===== src/rtl/serbus_talker.sv =====
module serbus_talker #(
  parameter int unsigned TURN_US     = 80,
  parameter int unsigned RFD_US      = 40,
  parameter int unsigned EOI_WAIT_US = 350,
  parameter int unsigned EOI_HOLD_US = 60,
  parameter int unsigned SETUP_US    = 70,
  parameter int unsigned VALID_US    = 60,
  parameter int unsigned ACK_US      = 1000
) (
  input  logic       clk,
  input  logic       rst_n,
  input  logic       tick_us,
  input  logic       start_talk,
  input  logic       not_found,
  input  logic [7:0] byte_data,
  input  logic       byte_last,
  input  logic       byte_valid,
  output logic       byte_ready,
  input  logic       bus_clk_in,
  input  logic       bus_data_in,
  output logic       bus_clk_pull,
  output logic       bus_data_pull,
  output logic       talking,
  output logic       frame_err
);
  localparam int unsigned SUM = TURN_US + RFD_US + EOI_WAIT_US + EOI_HOLD_US
                              + SETUP_US + VALID_US + ACK_US;
  localparam int TW = $clog2(SUM + 1);
  localparam logic [TW-1:0] T_TURN = TW'(TURN_US);
  localparam logic [TW-1:0] T_RFD  = TW'(RFD_US);
  localparam logic [TW-1:0] T_EOIW = TW'(EOI_WAIT_US);
  localparam logic [TW-1:0] T_EOIH = TW'(EOI_HOLD_US);
  localparam logic [TW-1:0] T_SET  = TW'(SETUP_US);
  localparam logic [TW-1:0] T_VAL  = TW'(VALID_US);
  localparam logic [TW-1:0] T_ACK  = TW'(ACK_US);

  typedef enum logic [3:0] {
    S_IDLE, S_TURN_WAIT, S_TURN_HOLD, S_RTS, S_RFD,
    S_EOI_LOW, S_BIT_SET, S_BIT_VAL, S_ACK
  } st_t;

  st_t st;
  logic [TW-1:0] tmr;
  logic [7:0] sh;
  logic [2:0] bit_idx;
  logic last_q, nf_q;
  logic done;

  assign done          = (tmr == '0);
  assign talking       = (st != S_IDLE);
  assign byte_ready    = (st == S_RTS) && bus_data_in;
  assign bus_clk_pull  = (st == S_TURN_HOLD) || (st == S_BIT_SET) || (st == S_ACK);
  assign bus_data_pull = ((st == S_TURN_HOLD) && nf_q) || ((st == S_BIT_VAL) && !sh[0]);

  always_ff @(posedge clk) begin
    if (!rst_n) begin
      st        <= S_IDLE;
      tmr       <= '0;
      sh        <= '0;
      bit_idx   <= '0;
      last_q    <= 1'b0;
      nf_q      <= 1'b0;
      frame_err <= 1'b0;
    end else begin
      frame_err <= 1'b0;
      if (tick_us && !done) tmr <= tmr - 1'b1;
      unique case (st)
        S_IDLE:
          if (start_talk) begin
            nf_q <= not_found;
            st   <= S_TURN_WAIT;
          end
        S_TURN_WAIT:
          if (bus_clk_in) begin
            tmr <= T_TURN;
            st  <= S_TURN_HOLD;
          end
        S_TURN_HOLD:
          if (done) st <= S_RTS;
        S_RTS:
          if (bus_data_in && byte_valid) begin
            sh     <= byte_data;
            last_q <= byte_last;
            tmr    <= byte_last ? T_EOIW : T_RFD;
            st     <= S_RFD;
          end
        S_RFD:
          if (done) begin
            if (last_q && !bus_data_in) begin
              tmr <= T_EOIH;
              st  <= S_EOI_LOW;
            end else begin
              tmr     <= T_SET;
              bit_idx <= '0;
              st      <= S_BIT_SET;
            end
          end
        S_EOI_LOW:
          if (done && bus_data_in) begin
            tmr     <= T_SET;
            bit_idx <= '0;
            st      <= S_BIT_SET;
          end
        S_BIT_SET:
          if (done) begin
            tmr <= T_VAL;
            st  <= S_BIT_VAL;
          end
        S_BIT_VAL:
          if (done) begin
            sh <= sh >> 1;
            if (bit_idx == 3'd7) begin
              tmr <= T_ACK;
              st  <= S_ACK;
            end else begin
              bit_idx <= bit_idx + 1'b1;
              tmr     <= T_SET;
              st      <= S_BIT_SET;
            end
          end
        S_ACK:
          if (!bus_data_in) begin
            st <= last_q ? S_IDLE : S_RTS;
          end else if (done) begin
            frame_err <= 1'b1;
            st        <= S_RTS;
          end
        default: st <= S_IDLE;
      endcase
    end
  end
endmodule


===== config.mk =====
export PLATFORM = sky130hd
export DESIGN_NAME = serbus_talker
export DESIGN_NICKNAME = d
export VERILOG_FILES = /design/src/rtl/serbus_talker.sv
export SDC_FILE = /design/constraint.sdc
export NUM_CORES = 1
export LEC_CHECK = 0
export BUFFER_PORTS_ARGS = -buffer_cell sky130_fd_sc_hd__clkbuf_2
export CAP_MARGIN = 20
export CORE_AREA = 3 3 57 80
export CTS_CLUSTER_DIAMETER = 30
export DETAILED_ROUTE_END_ITERATION = 7
export DIE_AREA = 0 0 60 83
export GPL_TIMING_DRIVEN = 0
export PLACE_DENSITY = 0.78
export SETUP_SLACK_MARGIN = 0.02
export SYNTH_ARGS = -nofsm -noshare
export SYNTH_HDL_FRONTEND = slang
export SYNTH_SLANG_ARGS = --single-unit

===== constraint.sdc =====
create_clock -name clk -period 2.73 [get_ports clk]
set_input_delay 0.546 -clock clk [delete_from_list [all_inputs] [get_ports clk]]
set_output_delay 0.546 -clock clk [all_outputs]
set_load 0.01 [all_outputs]

# ---- Yosys cells after proc, flatten, opt, wreduce, memory -nomap -nowiden
# Cells that the tools add are included.
dict set report classes {
  n_eq_ne 18
  n_reduce_logical 24
  addsub 2
  mux 34
}
# op n
set op_table {}
lappend op_table {{11-bit two-way mux} 7}
lappend op_table {{11-bit one-hot mux with 6 select lines} 1}
lappend op_table {{4-bit two-way mux} 10}
lappend op_table {{4-bit one-hot mux with 9 select lines} 1}
lappend op_table {{4-bit by 3-bit equality test with 1-bit output, second input constant} 4}
lappend op_table {{8-bit two-way mux} 2}
lappend op_table {{2-bit inequality test, second input constant} 8}
lappend op_table {{8-bit one-hot mux with 2 select lines} 1}
lappend op_table {{3-bit two-way mux} 5}
lappend op_table {{11-bit zero test} 1}
lappend op_table {{11-bit by 1-bit subtractor with 11-bit output, second input constant} 1}
lappend op_table {{10-bit two-way mux} 1}
lappend op_table {{9-bit two-way mux} 1}
lappend op_table {{3-bit one-hot mux with 3 select lines} 1}
lappend op_table {{4-bit by 2-bit equality test with 1-bit output, second input constant} 2}
lappend op_table {{1-bit logical AND} 7}
lappend op_table {{7-bit two-way mux} 1}
lappend op_table {{7-bit AND reduction} 1}
lappend op_table {{3-bit AND reduction} 2}
lappend op_table {{6-bit AND reduction} 1}
lappend op_table {{4-bit by 1-bit equality test with 1-bit output, second input constant} 1}
lappend op_table {{4-bit equality test, second input constant} 1}
lappend op_table {{4-bit zero test} 1}
lappend op_table {{2-bit two-way mux} 2}
lappend op_table {{other kinds (10)} 15}
dict set report totals {
  in_bits 17
  output_inout_bits 5
  word_cells 85
  regBits 29
}

# ---- Logic depth before layout (Yosys ltp)
# Gate-level depths: netlist of the first run.
dict set report depth {
  ltp_word 6
  ltp_mapped 9
  ltp_nobuf 7
}

# ---- Worst setup path before layout of the first run
# Ideal clock, no wire load.
dict set report synth_timing {
  path_type {register -> register}
  from {register tmr[0]}
  to {register tmr[1]}
  t_required_ns 2.672
  arrival_time_ns 2.106
  stages_incl_launch_ff 10
  setup_slack_ns 0.567
  period_less_slack_ns 2.163
  path_buffers 2
  setup_ns 0.058
  cell_sequence {dfxtp_1 > inv_1 > ha_1 > or4b_1 > buf_2 > or4_1 > buf_2 > a21o_1 > a21oi_1 > a211o_1}
}
dict set report synth_between {
  elab_chain_cells 6
  word_cells_on_any_way 13
  cone_classes {add/sub (1); mux (8); reduce/logical (4)}
}
# item line_no
set synth_rtl {}
lappend synth_rtl {{start: declaration} 43} ;# logic [TW-1:0] tmr;
lappend synth_rtl {{start signal: assignment} 66} ;# if (tick_us && !done) tmr <= tmr - 1'b1;
lappend synth_rtl {{start signal: assignment} 84} ;# tmr <= byte_last ? T_EOIW : T_RFD;
lappend synth_rtl {{parallel branches: the longest is 5 deep, another holds 11-bit by 1-bit subtractor with 11-bit output} --}
lappend synth_rtl {{11-bit one-hot mux with 6 select lines *} 67} ;# unique case (st)
# Mark *: on every way between the ends.
# A chain may end at the register's enable or synchronous reset.

# ---- Final worst setup path of the first run
dict set report layout_timing {
  from {register st[0]}
  to {output bus_data_pull}
}
dict set report layout_between {
  elab_chain_cells 3
  word_cells_on_any_way 5
  cone_classes {eq/ne (2); reduce/logical (3)}
}
# item line_no
set layout_rtl {}
lappend layout_rtl {{start: declaration} 42} ;# st_t st;
lappend layout_rtl {{start signal: assignment} 123} ;# st <= last_q ? S_IDLE : S_RTS;
lappend layout_rtl {{4-bit by 2-bit equality test with 1-bit output / 4-bit by 3-bit equality test with 1-bit output (equally long branches)} 53} ;# assign bus_data_pull = ((st == S_TURN_HOLD) && nf_q) || ((st == S_BIT_VAL) && !sh[0]);
lappend layout_rtl {{1-bit logical AND} 53}
lappend layout_rtl {{1-bit logical OR *} 53}
lappend layout_rtl {{end: declaration} 22} ;# output logic bus_data_pull,
# Mark *: on every way between the ends. The rest lies on a longest branch, timed or not.

==> results.sh, run 1 <==
export IMPL_max_cap_violations=0
export IMPL_area_growth_pct=13.7
export IMPL_drive_gt1_share_pct=13.6
export IMPL_synthTopCellsByArea="dfxtp_1 29%, nand2_1 6.1%, nor2_1 4.8%"
export IMPL_synth_edf_count=0
export IMPL_cp_startpoint="st[0]$_SDFFE_PN0P_"
export IMPL_rsz0062_at_grt="no"
export IMPL_hold_path_class="reg2reg"
export IMPL_yosys_area_top_type="dfxtp_1"
export IMPL_grt_max_degree=11
export IMPL_post_route_drc_count=0
export IMPL_startpoint_type="flop"
export IMPL_status="finished clean"
export IMPL_gp_congestion=0.969
export IMPL_syn_area_per_cell_sq_um=7.43
export IMPL_io_buffers=20
export IMPL_critPathRequiredTime_ns=2.18
export IMPL_fill_cells=361
export IMPL_path_class="reg2out"
export IMPL_synthDistinctLibCells=57
export IMPL_std_cell_rows=27
export IMPL_ys_seq_elements=29
export IMPL_hold_start="bit_idx[1]$_SDFFE_PN0P_"
export IMPL_slew_viol_final=0
export IMPL_leakage_nw=0.853
export IMPL_crit_chain="clkbuf_1 -> clkbuf_2 -> nand2_1 -> nor2_1 -> a21oi_1 -> nor2_1 -> clkbuf_2"
export IMPL_worst_path_max_delay_cell="dfxtp_1"
export IMPL_post_route_min_period_ns=2.53
export IMPL_nets=320
export IMPL_worst_ep_arrival_time_ns=1.98
export IMPL_reg2reg_from="tmr[0]$_SDFF_PN0_"
export IMPL_grt_pass1_vias=2058
export IMPL_track_usage_pct=24.7
export IMPL_cts_sinks=29
export IMPL_crit_fanout=10
export IMPL_cts_buffers=5
export IMPL_die_y_microns=83
export IMPL_min_period_over_period_pct=92.7
export IMPL_grt_pass1_wl_microns=9670
export IMPL_drt_iter0_drc=128
export IMPL_syn_cell_area_sq_um=2030
export IMPL_place_area_sq_um=2180
export IMPL_final_hold_viol_count=0
export IMPL_root_buffer="clkbuf_8"
export IMPL_core_sq_um=3920
export IMPL_r2r_cells=7
export IMPL_antenna_found_initial=0
export IMPL_place_hpwl_microns=4180
export IMPL_drtAntennaViolNets=0
export IMPL_gr_total_overflow=0
export IMPL_io_pins=22
export IMPL_worstMarginPinSlew_ns=0.760
export IMPL_dr_pass1_iters=5
export IMPL_design_area_sq_um=2310
export IMPL_ctsHoldBuffers=0
export IMPL_critPathCaptureType="output port"
export IMPL_ir_drop_v=0.000677
export IMPL_max_freq_ghz=0.395
export IMPL_cpPeakStageDelay_ns=0.46
export IMPL_initial_core_util_pct=51.8
export IMPL_setup_violations=0
export IMPL_num_vias=2255
export IMPL_ff_latch_area_sq_um=581
export IMPL_synth_top_flop_cell="dfxtp_1"
export IMPL_cts_tree="yes"
export IMPL_num_antenna_cells=0
export IMPL_synth_yosys_seq_area_share_pct=28.6
export IMPL_syn_instance_count=273
export IMPL_synth_top_area_share_pct=28.6
export IMPL_yosysWarnings=0
export IMPL_clockBufferDepth=2
export IMPL_relSlewSlack_pct=48.6
export IMPL_path_clk_slew_ns=0.06
export IMPL_routed_wl_microns=5760
export IMPL_async_flop_share_pct=0
export IMPL_insertion_delay_ns=0.29
export IMPL_viasPerCell=6.56
export IMPL_power_density_nw_per_um2=972
export IMPL_min_path_cells=2
export IMPL_synth_nets=293
export IMPL_htree_levels=2
export IMPL_finalPower_mw=2.24
export IMPL_finClkSkew_ns=0.00977
export IMPL_wl_per_cell_microns=16.7
export IMPL_hold_ws_ns=0.468
export IMPL_die_area_sq_um=4980
export IMPL_multi_input_area_sq_um=1330
export IMPL_die_x_microns=60
[path summary, 6_finish.rpt]
path                              to  slack (ns)
max reg2reg  bit_idx[2]$_SDFFE_PN0P_        0.31
min          bit_idx[1]$_SDFFE_PN0P_        0.47
min reg2reg  bit_idx[1]$_SDFFE_PN0P_        0.47
max                    bus_data_pull        0.20
[layer usage]
metal | global-route usage (%) | vias up | wire [microns]
li1 | - | 1074 | -
met1 | 32.1 | 1036 | 2320
met2 | 38.9 | 128 | 2780
met3 | 3.58 | 17 | 488
met4 | 11.9 | 0 | 165
met5 | 0 | - | 0
[logic make-up after synthesis]
group / Yosys count / synth area share (%)
DFF: 29 / 28.6
and+or+nand+nor: 122 / 31.0
xor gates and xnor gates: 2 / 0.864
adders and majority gates: 3 / 1.85
AOI/OAI and AO/OA: 81 / 28.6
muxes: 6 / 3.02
buffers and inverters: 30 / 6.05
[cell usage in the layout (no fill, tap or decap), types with 2 or more instances in the layout]
master and n:
nand2b_1 6, a311oi_1 10, a211o_1 4, a21o_1 2, nor4bb_1 2, buf_2 5
a41oi_1 3, or4_1 2, o41ai_1 3, dfxtp_1 29, buf_1 2, o31a_1 2
clkbuf_8 6, nand2_1 33, nand3_1 15, o211ai_1 4, nor3_1 6, and2_1 2
nor2_1 26, mux2i_1 5, or3_1 3, inv_1 6, a21oi_1 19, and4b_1 2
o21ai_0 10, a31oi_1 3, nand4_1 5, nor4_1 4, nor3b_1 5, o21a_1 3
ha_1 3, xnor2_1 2, o31ai_1 5, nor2b_1 3, clkbuf_1 15, clkbuf_2 21
[through the flow]
step / setup slack [ns] / utilization, % / cells / TNS [ns]
global placement: -0.103 / 55.7 / 336 / -0.214
finish: 0.200 / 58.8 / 344 / 0
global route: 0.0609 / 58.8 / 344 / 0
detailed placement: -0.123 / 55.7 / 336 / -0.288
CTS: 0.146 / 58.8 / 344 / 0
floorplan: 0.567 / - / 273 / 0
[state kept, by name, summed over array words and instances, names as in the netlist]
register and cells:
nf_q 1, st 4, bit_idx 3, frame_err 1, last_q 1, tmr 11
sh 8
[layout make-up]
type	instances	area share (%)
Sequential cell	29	25.2
Tap cell	43	2.33
Inverter	7	1.14
Clock inverter	1	1.30
Clock buffer	7	3.74
Multi-Input combinational cell	214	57.7
Timing Repair Buffer	20	4.34
Buffer	23	4.23
[Yosys cell counts, drive strengths merged (5+ instances only)]
library cell and number:
o21ai 12, mux2i 5, nand4 5, dfxtp 29
inv 6, nor2 26, buf 9, nand3 15
a311oi 10, o31ai 6, clkbuf 14, nor3b 5
a21oi 19, nand2b 6, nand2 33, nor3 6
[power by group]
part	switching [mW]	internal [mW]
Combinational	0.744	0.440
Sequential	0.0879	0.499
Clock	0.174	0.297
Total	1.01	1.24
[worst max-delay path: cells and delay by family (launching register included)]
family / cells / cell delay [ns]
buffers and inverters: 3 / 0.85
flip-flops: 1 / 0.46
AND/OR/NAND/NOR: 3 / 0.32
AO/OA/AOI/OAI: 1 / 0.05
[what timing repair did]
| item | in CTS | in global routing |
|---|---|---|
| gates resized for setup | 1 | 2 |
| setup endpoints to repair | 4 | 3 |
| buffers inserted | 0 | 0 |
| endpoints found under the hold margin | 0 | 0 |
| cloned | 0 | 0 |
No activity file was read; power rests on OpenSTA's default activity.
==> run 2, diff against run 1 <==
- HOLD_SLACK_MARGIN: not set -> 0.03
- clock period: 2.73 -> 3.2 ns (I/O delays scaled with it)
==> run 2 against run 1 <==
  * Sequential power shrank 15%
  * Clock-buffer cell count did not move
  * First-iteration DRC count up 18%
  * Routed wire length grew 0.64%
  * Non-clock buffer count unchanged
  * Hold slack is the same
  * Via count down 0.71%
  * Highest routed layer unchanged
  * Setup slack better by 0.034 ns
  * Core utilization is 0.19 points lower
  * Critical path depth stayed put
==> results.sh, run 2 (synthesized netlist as in run 1, its figures left out) <==
export IMPL_path_class="reg2reg"
export IMPL_gp_congestion=0.969
export IMPL_num_antenna_cells=0
export IMPL_num_vias=2239
export IMPL_post_cts_buffers=0
export IMPL_insertion_delay_ns=0.29
export IMPL_io_buffers=20
export IMPL_ctsHoldBuffers=0
export IMPL_p_int_mw=1.05
export IMPL_die_area_sq_um=4980
export IMPL_grt_max_degree=11
export IMPL_antenna_found_initial=0
export IMPL_fill_cells=363
export IMPL_area_growth_pct=13.3
export IMPL_post_route_drc_count=0
export IMPL_dp_slack_ns=0.347
export IMPL_track_usage_pct=24.7
export IMPL_final_hold_viol_count=0
export IMPL_setup_violations=0
export IMPL_power_density_nw_per_um2=828
export IMPL_die_y_microns=83
export IMPL_post_route_min_period_ns=2.97
export IMPL_top_regs="tmr (11), sh (8), st (4)"
export IMPL_dr_pass1_iters=5
export IMPL_max_freq_ghz=0.337
export IMPL_ir_drop_v=0.000573
export IMPL_relSlewSlack_pct=46.3
export IMPL_max_cap_violations=0
export IMPL_worst_path_max_delay_cell="nor4b_1"
export IMPL_cts_resized=0
export IMPL_wl_per_cell_microns=16.8
export IMPL_leakage_nw=0.847
export IMPL_crit_fanout=7
export IMPL_critPathCaptureType="flop"
export IMPL_initial_core_util_pct=51.8
export IMPL_grt_pass1_wl_microns=9650
export IMPL_place_hpwl_microns=4180
export IMPL_gr_total_overflow=0
export IMPL_combPwrFrac_pct=52.8
export IMPL_worstMarginPinSlew_ns=0.794
export IMPL_multi_input_area_sq_um=1330
export IMPL_dp_cells=336
export IMPL_status="finished clean"
export IMPL_cts_sinks=29
export IMPL_drive_gt1_share_pct=13.0
export IMPL_largest_register="tmr"
export IMPL_cpPeakStageDelay_ns=0.66
export IMPL_power_share_sequential_pct=26.2
export IMPL_crit_chain="inv_1 -> ha_1 -> nor4b_1 -> nand3_1 -> o21ai_0 -> a211oi_1 -> mux2i_1"
export IMPL_final_cell_mix="33 x nand2_1, 29 x dfxtp_1, 26 x nor2_1, 20 x clkbuf_2, 19 x a21oi_1"
export IMPL_viasPerCell=6.51
export IMPL_switching_share_pct=44.9
export IMPL_setup_ws_ns=0.233
export IMPL_mostFrequentLayoutCell="nand2_1"
export IMPL_root_buffer="clkbuf_8"
export IMPL_finClkSkew_ns=0.00811
export IMPL_clkPwrFrac_pct=21.1
export IMPL_path_clk_slew_ns=0.06
export IMPL_core_sq_um=3920
export IMPL_critPathRequiredTime_ns=3.35
export IMPL_die_x_microns=60
export IMPL_io_pins=22
export IMPL_drt_iter0_drc=151
export IMPL_fin_cells=344
export IMPL_fin_util_pct=58.7
export IMPL_slew_viol_final=0
export IMPL_p_sw_uw=853
export IMPL_ff_latch_area_sq_um=581
export IMPL_startpoint_type="flop"
export IMPL_hold_ws_ns=0.468
export IMPL_nets=320
export IMPL_min_period_over_period_pct=92.7
export IMPL_routed_wl_microns=5790
export IMPL_grt_pass1_vias=2046
export IMPL_worst_ep_arrival_time_ns=3.12
export IMPL_std_cell_rows=27
export IMPL_htree_levels=2
export IMPL_cts_buffers=5
export IMPL_clockBufferDepth=2
export IMPL_cts_tree="yes"
export IMPL_drtAntennaViolNets=0
export IMPL_hold_path_class="reg2reg"
export IMPL_rsz0062_at_grt="no"
export IMPL_largest_reg_flops=11
export IMPL_tns_ns=0
==> run 2: cell types whose count changed in the layout (fill, tap and decap cells not counted) <==
cell,previous run,this run
buf_1,2,3
clkbuf_2,21,20
nor4b_1,0,1
nor4b_2,1,0
o21ai_0,10,11
o21ai_1,1,0
==> run 2: per-stage QoR <==
stage	instance area, sq um	power, mW
finish	2300	1.90
global route	2300	2.02
CTS	2300	1.88
detailed placement	2180	1.48
global placement	2180	1.47
floorplan	2030	1.24
==> run 2: final cells by class <==
| cell class | count | area share, % |
|---|---|---|
| buffer | 23 | 4.19 |
| clock buffer | 7 | 3.76 |
| clock inverter | 1 | 1.31 |
| inverter | 7 | 1.14 |
| multi-input combinational | 214 | 57.6 |
| sequential | 29 | 25.3 |
| tap | 43 | 2.34 |
| timing repair buffer | 20 | 4.35 |
==> run 2: critical path: cells and delay by family (launching register included) <==
family | cells | cell delay [ns]
simple gates | 2 | 1.12
compound gates | 2 | 0.92
flops | 1 | 0.31
fa+ha+maj | 1 | 0.22
mux | 1 | 0.17
buf+inv | 1 | 0.10
==> run 2: worst paths after layout <==
check / end / depth (start not counted) / startpoint / slack (ns)
max: bit_idx[2]$_SDFFE_PN0P_ / 7 / tmr[0]$_SDFF_PN0_ / 0.23
min: bit_idx[1]$_SDFFE_PN0P_ / 2 / bit_idx[1]$_SDFFE_PN0P_ / 0.47
max reg2reg: bit_idx[2]$_SDFFE_PN0P_ / 7 / tmr[0]$_SDFF_PN0_ / 0.23
min reg2reg: bit_idx[1]$_SDFFE_PN0P_ / 2 / bit_idx[1]$_SDFFE_PN0P_ / 0.47
==> run 2: power by group through the flow <==
stage               clock, mW  combinational, mW  sequential (mW)
floorplan                   0              0.755            0.482
global placement            0              0.970            0.500
CTS                     0.404              0.980            0.495
finish                  0.401               1.00            0.498
detailed placement          0              0.974            0.503
global route            0.421               1.09            0.508
==> run 2: routing by layer <==
layer	vias to the layer above	wire [microns]	track usage [%]	share of wire [%]
met5	-	0	0	0
met4	0	149	11.3	2.6
met3	16	445	3.58	7.7
met2	121	2830	39.2	49
met1	1027	2360	32.0	41
li1	1075	-	-	-
==> run 3, diff against run 2 <==
- clock period: 3.2 -> 2.9 ns (I/O delays scaled with it)
==> run 3 against run 2 <==
  * Flip-flop and latch count did not move
  * Die area did not move
  * Sequential share of layout area fell by 0.069 points
  * Power rose by 10%
  * Clock power rose by 9.5%
  * Setup slack got worse by 0.0030 ns
  * Combinational power rose by 11%
  * Clock-buffer cell count did not move
  * Clock skew barely moved
  * Critical path depth did not move
  * Core utilization rose by 0.16 points
  * Cell area rose by 0.27%
  * Critical path type is now reg2out
==> results.sh, run 3 (synthesized netlist as in run 1, its figures left out) <==
export IMPL_dr_pass1_iters=4
export IMPL_root_buffer="clkbuf_8"
export IMPL_mostFrequentLayoutCell="nand2_1"
export IMPL_reg2reg_slack_ns=0.29
export IMPL_startpoint_type="flop"
export IMPL_hold_end="bit_idx[1]$_SDFFE_PN0P_"
export IMPL_routed_wl_microns=5760
export IMPL_tns_ns=0
export IMPL_drtAntennaViolNets=0
export IMPL_setup_violations=0
export IMPL_status="finished clean"
export IMPL_hold_start="bit_idx[1]$_SDFFE_PN0P_"
export IMPL_drt_iter0_drc=154
export IMPL_final_hold_viol_count=0
export IMPL_cts_resized=1
export IMPL_place_area_sq_um=2180
export IMPL_viasPerCell=6.50
export IMPL_reg2reg_to="bit_idx[2]$_SDFFE_PN0P_"
export IMPL_ctsHoldBuffers=0
export IMPL_area_growth_pct=13.6
export IMPL_gr_total_overflow=0
export IMPL_final_cell_mix="33 x nand2_1, 29 x dfxtp_1, 26 x nor2_1, 20 x clkbuf_2, 19 x a21oi_1"
export IMPL_hold_path_class="reg2reg"
export IMPL_min_period_over_period_pct=92.1
export IMPL_wl_per_cell_microns=16.7
export IMPL_cts_buffers=5
export IMPL_initial_core_util_pct=51.8
export IMPL_grt_max_degree=11
export IMPL_io_buffers=20
export IMPL_clockBufferDepth=2
export IMPL_critPathRequiredTime_ns=2.32
export IMPL_finClkSkew_ns=0.00783
export IMPL_grt_pass1_vias=2058
export IMPL_die_x_microns=60
export IMPL_rsz0062_at_grt="no"
export IMPL_slew_viol_final=0
export IMPL_setup_ws_ns=0.230
export IMPL_finalPower_mw=2.10
export IMPL_std_cell_rows=27
export IMPL_hold_ws_ns=0.468
export IMPL_cts_sinks=29
export IMPL_nets=320
export IMPL_antenna_found_initial=0
export IMPL_post_route_min_period_ns=2.67
export IMPL_path_clk_slew_ns=0.06
export IMPL_drive_gt1_share_pct=13.3
export IMPL_die_y_microns=83
export IMPL_path_class="reg2out"
export IMPL_design_area_sq_um=2300
export IMPL_dp_cells=336
export IMPL_fin_cells=344
export IMPL_gp_congestion=0.969
export IMPL_post_route_drc_count=0
export IMPL_r2r_cells=7
export IMPL_leakage_nw=0.850
export IMPL_dp_slack_ns=0.0470
export IMPL_fill_cells=362
export IMPL_worst_ep_arrival_time_ns=2.09
export IMPL_htree_levels=2
export IMPL_insertion_delay_ns=0.29
export IMPL_reg2reg_from="tmr[0]$_SDFF_PN0_"
export IMPL_track_usage_pct=24.7
export IMPL_max_cap_violations=0
export IMPL_worstMarginPinSlew_ns=0.760
export IMPL_io_pins=22
export IMPL_relSlewSlack_pct=48.7
export IMPL_top_regs="tmr (11), sh (8), st (4)"
export IMPL_fin_util_pct=58.8
export IMPL_post_cts_buffers=0
export IMPL_max_freq_ghz=0.375
export IMPL_ir_drop_v=0.000642
export IMPL_core_sq_um=3920
export IMPL_num_vias=2237
export IMPL_grt_pass1_wl_microns=9670
export IMPL_crit_fanout=10
export IMPL_die_area_sq_um=4980
export IMPL_num_antenna_cells=0
export IMPL_power_density_nw_per_um2=911
export IMPL_place_hpwl_microns=4180
export IMPL_largest_reg_flops=11
export IMPL_critPathCaptureType="output port"
export IMPL_largest_register="tmr"
export IMPL_min_path_cells=2
export IMPL_cts_tree="yes"
==> run 3: worst max path at each step <==
stage | from | endpoint | slack, ns | cells past startpoint
after floorplan | tmr[0]$_SDFF_PN0_ | tmr[1]$_SDFF_PN0_ | 0.74 | 9
after global placement | tmr[0]$_SDFF_PN0_ | bit_idx[1]$_SDFFE_PN0P_ | 0.07 | 7
after detailed placement | tmr[0]$_SDFF_PN0_ | bit_idx[2]$_SDFFE_PN0P_ | 0.05 | 7
after CTS | st[0]$_SDFFE_PN0P_ | bus_data_pull | 0.28 | 7
after global routing | st[0]$_SDFFE_PN0P_ | bus_data_pull | 0.05 | 7
final | st[0]$_SDFFE_PN0P_ | bus_data_pull | 0.23 | 7
==> run 3: final cells by class <==
cell class / instances / area [sq um] / share of cell area, %
inverters: 7 / 26.3 / 1.14
well taps: 43 / 53.8 / 2.33
clock inverters: 1 / 30.0 / 1.30
multi-input cells: 214 / 1330 / 57.8
repair buffers: 20 / 100 / 4.34
flip-flops and latches: 29 / 581 / 25.2
plain buffers: 23 / 96.3 / 4.18
clock buffers: 7 / 86.3 / 3.75
==> run 3: per-layer routing <==
metal / GRT usage, % / share of wire [%]
met2: 38.9 / 48
met3: 3.58 / 8.1
met4: 11.9 / 2.8
met5: 0 / 0
met1: 32.1 / 41
==> run 3: report_power, final <==
part	internal, mW	switching [mW]	leakage [nW]
logic	0.413	0.697	0.556
clock network	0.280	0.159	0.0585
registers	0.469	0.0816	0.235
total	1.16	0.939	0.850
==> run 3: critical path, stage by stage, from the launching register on <==
cell and delay [ns]:
dfxtp_1 0.46, clkbuf_1 0.39, buf_1 0.42, nand2_1 0.13, nor2_1 0.14, a21oi_1 0.05, nor2_1 0.08, clkbuf_2 0.13
